--- src/rtl/sc_ip_pkg.sv ---
`timescale 1ns/1ps
package sc_ip_pkg;
  localparam int PREC      = 8;
  localparam int RND_W     = PREC;
  localparam int THR_W     = PREC + 1;
  localparam int NUM_TAPS  = 7;
  localparam int NUM_SEL   = 4;
  localparam int SEL_IDX_W = $clog2(NUM_SEL);
  localparam int RND_BUS_W = NUM_SEL * RND_W;
  localparam logic [THR_W-1:0] THR_RESET = THR_W'(1) << (PREC - 1);

  typedef enum logic [SEL_IDX_W-1:0] {
    SEL_PAIR  = 2'd0,
    SEL_OUTER = 2'd1,
    SEL_INNER = 2'd2,
    SEL_ROOT  = 2'd3
  } sel_id_e;

  typedef logic [NUM_SEL-1:0][THR_W-1:0] thr_bank_t;
endpackage

--- src/rtl/sc_rst_sync.sv ---
`timescale 1ns/1ps
module sc_rst_sync #(
  parameter int STAGES = 2
) (
  input  logic clk,
  input  logic rst_n,
  output logic rst_sync_n
);
  logic [STAGES-1:0] chain_q;
  logic [STAGES-1:0] chain_d;

  always_comb begin
    chain_d = {chain_q[STAGES-2:0], 1'b1};
  end

  always_ff @(posedge clk or negedge rst_n) begin
    if (!rst_n) chain_q <= '0;
    else        chain_q <= chain_d;
  end

  assign rst_sync_n = chain_q[STAGES-1];
endmodule

--- src/rtl/sc_thr_bank.sv ---
`timescale 1ns/1ps
module sc_thr_bank
  import sc_ip_pkg::*;
#(
  parameter int N_ENT = NUM_SEL,
  parameter int VAL_W = THR_W,
  parameter logic [VAL_W-1:0] RST_VAL = THR_RESET
) (
  input  logic                           clk,
  input  logic                           rst_n,
  input  logic                           wr_en,
  input  logic [$clog2(N_ENT)-1:0]       wr_idx,
  input  logic [VAL_W-1:0]               wr_val,
  output logic [N_ENT-1:0][VAL_W-1:0]    thr_q
);
  logic [N_ENT-1:0] ent_en;

  for (genvar k = 0; k < N_ENT; k++) begin : g_ent
    logic [VAL_W-1:0] ent_d;

    always_comb begin
      ent_en[k] = wr_en && (wr_idx == k[$clog2(N_ENT)-1:0]);
      ent_d     = wr_val;
    end

    always_ff @(posedge clk or negedge rst_n) begin
      if (!rst_n)         thr_q[k] <= RST_VAL;
      else if (ent_en[k]) thr_q[k] <= ent_d;
    end
  end
endmodule

--- src/rtl/sc_sel_gen.sv ---
`timescale 1ns/1ps
module sc_sel_gen
  import sc_ip_pkg::*;
#(
  parameter int N_SEL  = NUM_SEL,
  parameter int WORD_W = RND_W,
  parameter int LIM_W  = THR_W
) (
  input  logic [N_SEL*WORD_W-1:0]       rnd_words,
  input  logic [N_SEL-1:0][LIM_W-1:0]   thr,
  output logic [N_SEL-1:0]              sel
);
  localparam int PAD_W = LIM_W - WORD_W;

  for (genvar k = 0; k < N_SEL; k++) begin : g_cmp
    logic [LIM_W-1:0] word_ext;
    always_comb begin
      word_ext = {{PAD_W{1'b0}}, rnd_words[k*WORD_W +: WORD_W]};
      sel[k]   = (word_ext < thr[k]);
    end
  end
endmodule

--- src/rtl/sc_mux_tree.sv ---
`timescale 1ns/1ps
module sc_mux_tree
  import sc_ip_pkg::*;
#(
  parameter int TAPS = NUM_TAPS
) (
  input  logic [TAPS-1:0]    data_bits,
  input  logic [TAPS-1:0]    sign_bits,
  input  logic [NUM_SEL-1:0] sel,
  output logic               root_bit
);
  localparam int HALF = TAPS / 2;

  logic [TAPS-1:0] signed_bits;
  logic [HALF-1:0] pair_bits;
  logic            centre_bit;
  logic            outer_bit;
  logic            inner_bit;

  always_comb begin
    signed_bits = data_bits ^ sign_bits;
    centre_bit  = signed_bits[HALF];
  end

  for (genvar i = 0; i < HALF; i++) begin : g_pair
    always_comb begin
      pair_bits[i] = sel[SEL_PAIR] ? signed_bits[i] : signed_bits[TAPS-1-i];
    end
  end

  always_comb begin
    outer_bit = sel[SEL_OUTER] ? pair_bits[0] : pair_bits[1];
    inner_bit = sel[SEL_INNER] ? pair_bits[2] : centre_bit;
    root_bit  = sel[SEL_ROOT]  ? outer_bit    : inner_bit;
  end
endmodule

--- src/rtl/sc_pair_tree_ip.sv ---
`timescale 1ns/1ps
module sc_pair_tree_ip
  import sc_ip_pkg::*;
(
  input  logic                 clk,
  input  logic                 rst_n,
  input  logic                 in_valid,
  input  logic [NUM_TAPS-1:0]  data_bits,
  input  logic [NUM_TAPS-1:0]  sign_bits,
  input  logic [RND_BUS_W-1:0] rnd_words,
  input  logic                 thr_wr_en,
  input  logic [SEL_IDX_W-1:0] thr_wr_idx,
  input  logic [THR_W-1:0]     thr_wr_val,
  output logic                 out_bit,
  output logic                 out_valid
);
  logic         rst_sync_n;
  thr_bank_t    thr_q;
  logic [NUM_SEL-1:0] sel;
  logic         root_bit;
  logic         out_d;
  logic         vld_d;
  logic         out_q;
  logic         vld_q;

  sc_rst_sync #(.STAGES(2)) u_rst (
    .clk        (clk),
    .rst_n      (rst_n),
    .rst_sync_n (rst_sync_n)
  );

  sc_thr_bank #(.N_ENT(NUM_SEL), .VAL_W(THR_W), .RST_VAL(THR_RESET)) u_thr (
    .clk    (clk),
    .rst_n  (rst_sync_n),
    .wr_en  (thr_wr_en),
    .wr_idx (thr_wr_idx),
    .wr_val (thr_wr_val),
    .thr_q  (thr_q)
  );

  sc_sel_gen #(.N_SEL(NUM_SEL), .WORD_W(RND_W), .LIM_W(THR_W)) u_sel (
    .rnd_words (rnd_words),
    .thr       (thr_q),
    .sel       (sel)
  );

  sc_mux_tree #(.TAPS(NUM_TAPS)) u_tree (
    .data_bits (data_bits),
    .sign_bits (sign_bits),
    .sel       (sel),
    .root_bit  (root_bit)
  );

  always_comb begin
    vld_d = in_valid;
    out_d = out_q;
    if (in_valid) out_d = root_bit;
  end

  always_ff @(posedge clk or negedge rst_sync_n) begin
    if (!rst_sync_n) begin
      out_q <= 1'b0;
      vld_q <= 1'b0;
    end else begin
      vld_q <= vld_d;
      if (in_valid) out_q <= out_d;
    end
  end

  assign out_bit   = out_q;
  assign out_valid = vld_q;
endmodule

--- config.mk ---
export PLATFORM = sky130hd
export DESIGN_NAME = sc_pair_tree_ip
export DESIGN_NICKNAME = d
export VERILOG_FILES = /design/src/rtl/sc_ip_pkg.sv /design/src/rtl/sc_rst_sync.sv /design/src/rtl/sc_thr_bank.sv /design/src/rtl/sc_sel_gen.sv /design/src/rtl/sc_mux_tree.sv /design/src/rtl/sc_pair_tree_ip.sv
export SDC_FILE = /design/constraint.sdc
export NUM_CORES = 1
export LEC_CHECK = 0
export ABC_AREA = 1
export BUFFER_PORTS_ARGS = -buffer_cell sky130_fd_sc_hd__buf_2
export CAP_MARGIN = 10
export CORE_MARGIN = 1.5
export CORE_UTILIZATION = 57
export DETAILED_ROUTE_END_ITERATION = 16
export PLACE_DENSITY = 0.85
export RECOVER_POWER = 100
export SLEW_MARGIN = 10
export SYNTH_ARGS = -nofsm -noshare
export SYNTH_HDL_FRONTEND = slang
export SYNTH_SLANG_ARGS = --single-unit
--- constraint.sdc ---
create_clock -name clk -period 2.2 [get_ports clk]
set_input_delay 0 -clock clk [delete_from_list [all_inputs] [get_ports clk]]
set_output_delay 0 -clock clk [all_outputs]
set_load 0.02 [all_outputs]
==> results.py <==
metrics = {
    "status": {
        "status": "finished, final reports clean",
    },
    "floorplanning": {
        "num_rows": 23,
        "die_h_um": 68.8,
        "die_w_um": 68.8,
        "initial_utilization_pct": 60.3,
        "dieArea_mm2": 0.00473,
        "boundaryPins": 63,
        "core-area_mm2": 0.00409,
    },
    "layout": {
        "layout-drive-gt1-share_pct": 20.1,
        "seqCellArea_mm2": 0.00101,
        "nNetsFinal": 472,
        "antenna_cells": 0,
        "multi_input_area_mm2": 0.00120,
        "fillers": 324,
        "finish.utilization_pct": 72.1,
        "areaGrowthSynthToFinish_pct": 19.6,
    },
    "routing": {
        "vias": 2183,
        "drt_first_iter_violations": 115,
        "vias_per_cell": 5.03,
        "routed_wl_mm": 5.25,
        "drc": 0,
        "wl_per_cell_um": 12.1,
        "first_pass_iters": 5,
        "antenna_left": 0,
    },
    "sta": {
        "hold_slack_ps": 14.1,
        "max_freq_mhz": 558,
        "final.min_clock_period_ps": 1790,
        "fin_skew_ps": 8.19,
        "hold_viol": 0,
        "setup_tns_ps": 0,
        "period_share_pct": 81.4,
        "maxSlewViolCount": 0,
        "rsz0062_at_grt": "no",
        "max_slew_margin_pct": 31.5,
        "tightest_slew_ps": 1030,
        "setup_viol": 0,
    },
    "logic_synthesis": {
        "yosysMostFrequentCell": "nand2_1",
        "ys_top_cells_by_count": "84 x nand2_1, 61 x inv_1, 37 x o21ai_0",
        "synth-seq-area-share_pct": 40.8,
        "synth-xor-area-share_pct": 2.13,
        "synth.avg_cell_area_um2": 7.85,
        "synth_compound_area_share_pct": 11.3,
        "netlist_area_mm2": 0.00246,
        "synth_top_family_by_area": "simple AND/OR/NAND/NOR gates",
        "synth.area.mux_share_pct": 0,
        "yosysWarnings": 0,
        "synth_top_area_share_pct": 36.5,
        "synth_fp_nets": 403,
        "synthSimpleGateAreaFrac_pct": 21.3,
        "synth_top_area_cell": "dfrtp_1",
        "synth_adder_area_share_pct": 14.2,
        "yosys.cell_types.count": 26,
        "synth_ff_type": "dfrtp_1",
        "synthTopCellsByArea": "dfrtp_1 37%, ha_1 14%, nand2_1 13%",
        "synth-edff-count": 0,
        "syn_inst": 314,
        "async_reset_ff_share_pct": 100,
        "ys_seq_elements": 40,
    },
    "pwr": {
        "p_per_area_mw_per_mm2": 716,
        "p_leak_uw": 0.00164,
        "vdd_drop_max_v": 0.000558,
    },
    "place": {
        "gp_congestion": 0.879,
        "io_buffers": 62,
        "dp_hpwl_mm": 4.12,
    },
    "global_route": {
        "grt_max_degree": 21,
        "grt_pass1_vias": 2025,
        "grt.overflow.total": 0,
        "grt_pass1_wl_mm": 8.49,
        "grt_use_total_pct": 24.9,
        "antenna_found_initial": 0,
    },
    "critical_path": {
        "critPathLaunchType": "flop",
        "slowest_delay_ps": 530,
        "worst_path_max_delay_cell": "dfstp_1",
        "cp_num_buf_inv": 2,
        "cp_top_family": "simple AND/OR/NAND/NOR gates",
        "critPathArrivalTime_ps": 1990,
        "cp.required_ps": 2400,
        "path_common_cell": "nand3_1",
        "critPathKind": "reg2reg",
        "crit_fanout": 2,
        "end_kind": "flop",
        "cp_cell_sequence": "inv_1 -> ha_1 -> inv_1 -> nor3_1 -> nand2_1 -> nor2_1 -> nor2_1 -> nand3_1 -> nand3_1 -> nand3_1 -> nand2_1",
    },
    "flow_run": {
        "drv_cap": 0,
    },
    "clock_network": {
        "clkSinkCount": 40,
        "cts_root_buffer": "clkbuf_8",
        "cts_max_level": 2,
        "clk_pin_slew_ps": 80,
        "cts_made_buffers": 5,
        "clkLatencyLatePin_ps": 300,
        "cts_tree": "built",
        "clockBufferDepth": 2,
    },
    "hold_path": {
        "hold_path.class": "in2async",
    },
}
==> layout make-up <==
type	count	share of cell area, %
Timing Repair Buffer	66	11.2
Clock buffer	5	2.33
Multi-Input combinational cell	208	40.8
Sequential cell	40	34.1
Inverter	62	7.89
Tap cell	50	2.12
Clock inverter	3	1.44
==> per-layer routing <==
metal | GRT usage, % | up-vias | wire [um]
li1 | - | 1119 | -
met1 | 32.0 | 977 | 2370
met2 | 42.7 | 78 | 2450
met3 | 3.57 | 9 | 352
met4 | 9.07 | 0 | 69
met5 | 0 | - | 0
==> path summary, 6_finish.rpt <==
kind | from | endpoint | slack [ps] | cells past startpoint
min in group clk | thr_wr_val[7] | u_thr.thr_q[16] | 30 | 3
worst min-delay path | rst_n | u_rst.chain_q[1] | 10 | 2
worst max register to register | u_thr.thr_q[25] | out_bit | 410 | 11
worst max-delay path | u_thr.thr_q[25] | out_bit | 410 | 11
max in group asynchronous | u_rst.chain_q[1] | u_thr.thr_q[3] | 1060 | 1
worst min register to register | u_rst.chain_q[0] | u_rst.chain_q[1] | 370 | 0
==> report_power, final <==
part	switching, uW	total (uW)	internal [uW]	leakage [uW]
sequential	67.1	922	855	0.000487
clock	259	595	336	0.0000541
combinational	344	593	249	0.00110
==> flip-flops by register name, indices dropped and copies added (netlist names) <==
name,count
out_bit,1
out_valid,1
u_rst.chain_q,2
u_thr.thr_q,36
==> cells in the final DEF (no fill, tap or decap), types with 4 or more instances in the layout <==
cell,Yosys,final
clkbuf_8,0,5
a21oi_1,8,8
buf_2,1,57
nand3_2,4,4
ha_1,28,28
xnor2_1,6,6
nand3_1,7,7
nor2_1,20,20
clkbuf_1,2,7
o21ai_0,37,37
inv_1,61,61
dfrtp_1,36,36
nand2_1,84,84
==> stage by stage <==
step / total power, uW / setup WS (ps) / area (um2) / std cells
final: 2110 / 409 / 2950 / 434
after global placement: 1490 / 555 / 2840 / 424
after global routing: 2270 / 212 / 2950 / 434
after CTS: 2130 / 474 / 2970 / 434
after floorplan: 1350 / 620 / 2460 / 314
after detailed placement: 1530 / 485 / 2840 / 424
==> cells by family (layout without fill, tap and decap cells) <==
group | count (synthesis) | after routing
flip-flops | 40 | 40
adder cells (fa/ha/maj) | 28 | 28
AO/OA/AOI/OAI | 50 | 50
buffers and inverters | 66 | 136
other | 1 | 1
XOR/XNOR | 6 | 6
AND/OR/NAND/NOR | 123 | 123
==> timing repair <==
action                                 4_1_cts  5_1_grt
gates resized for setup                      0        0
hold buffers                                 2        0
setup buffers                                0        0
endpoints found under the hold margin        4        0
Power figures use the tool's default switching activity.
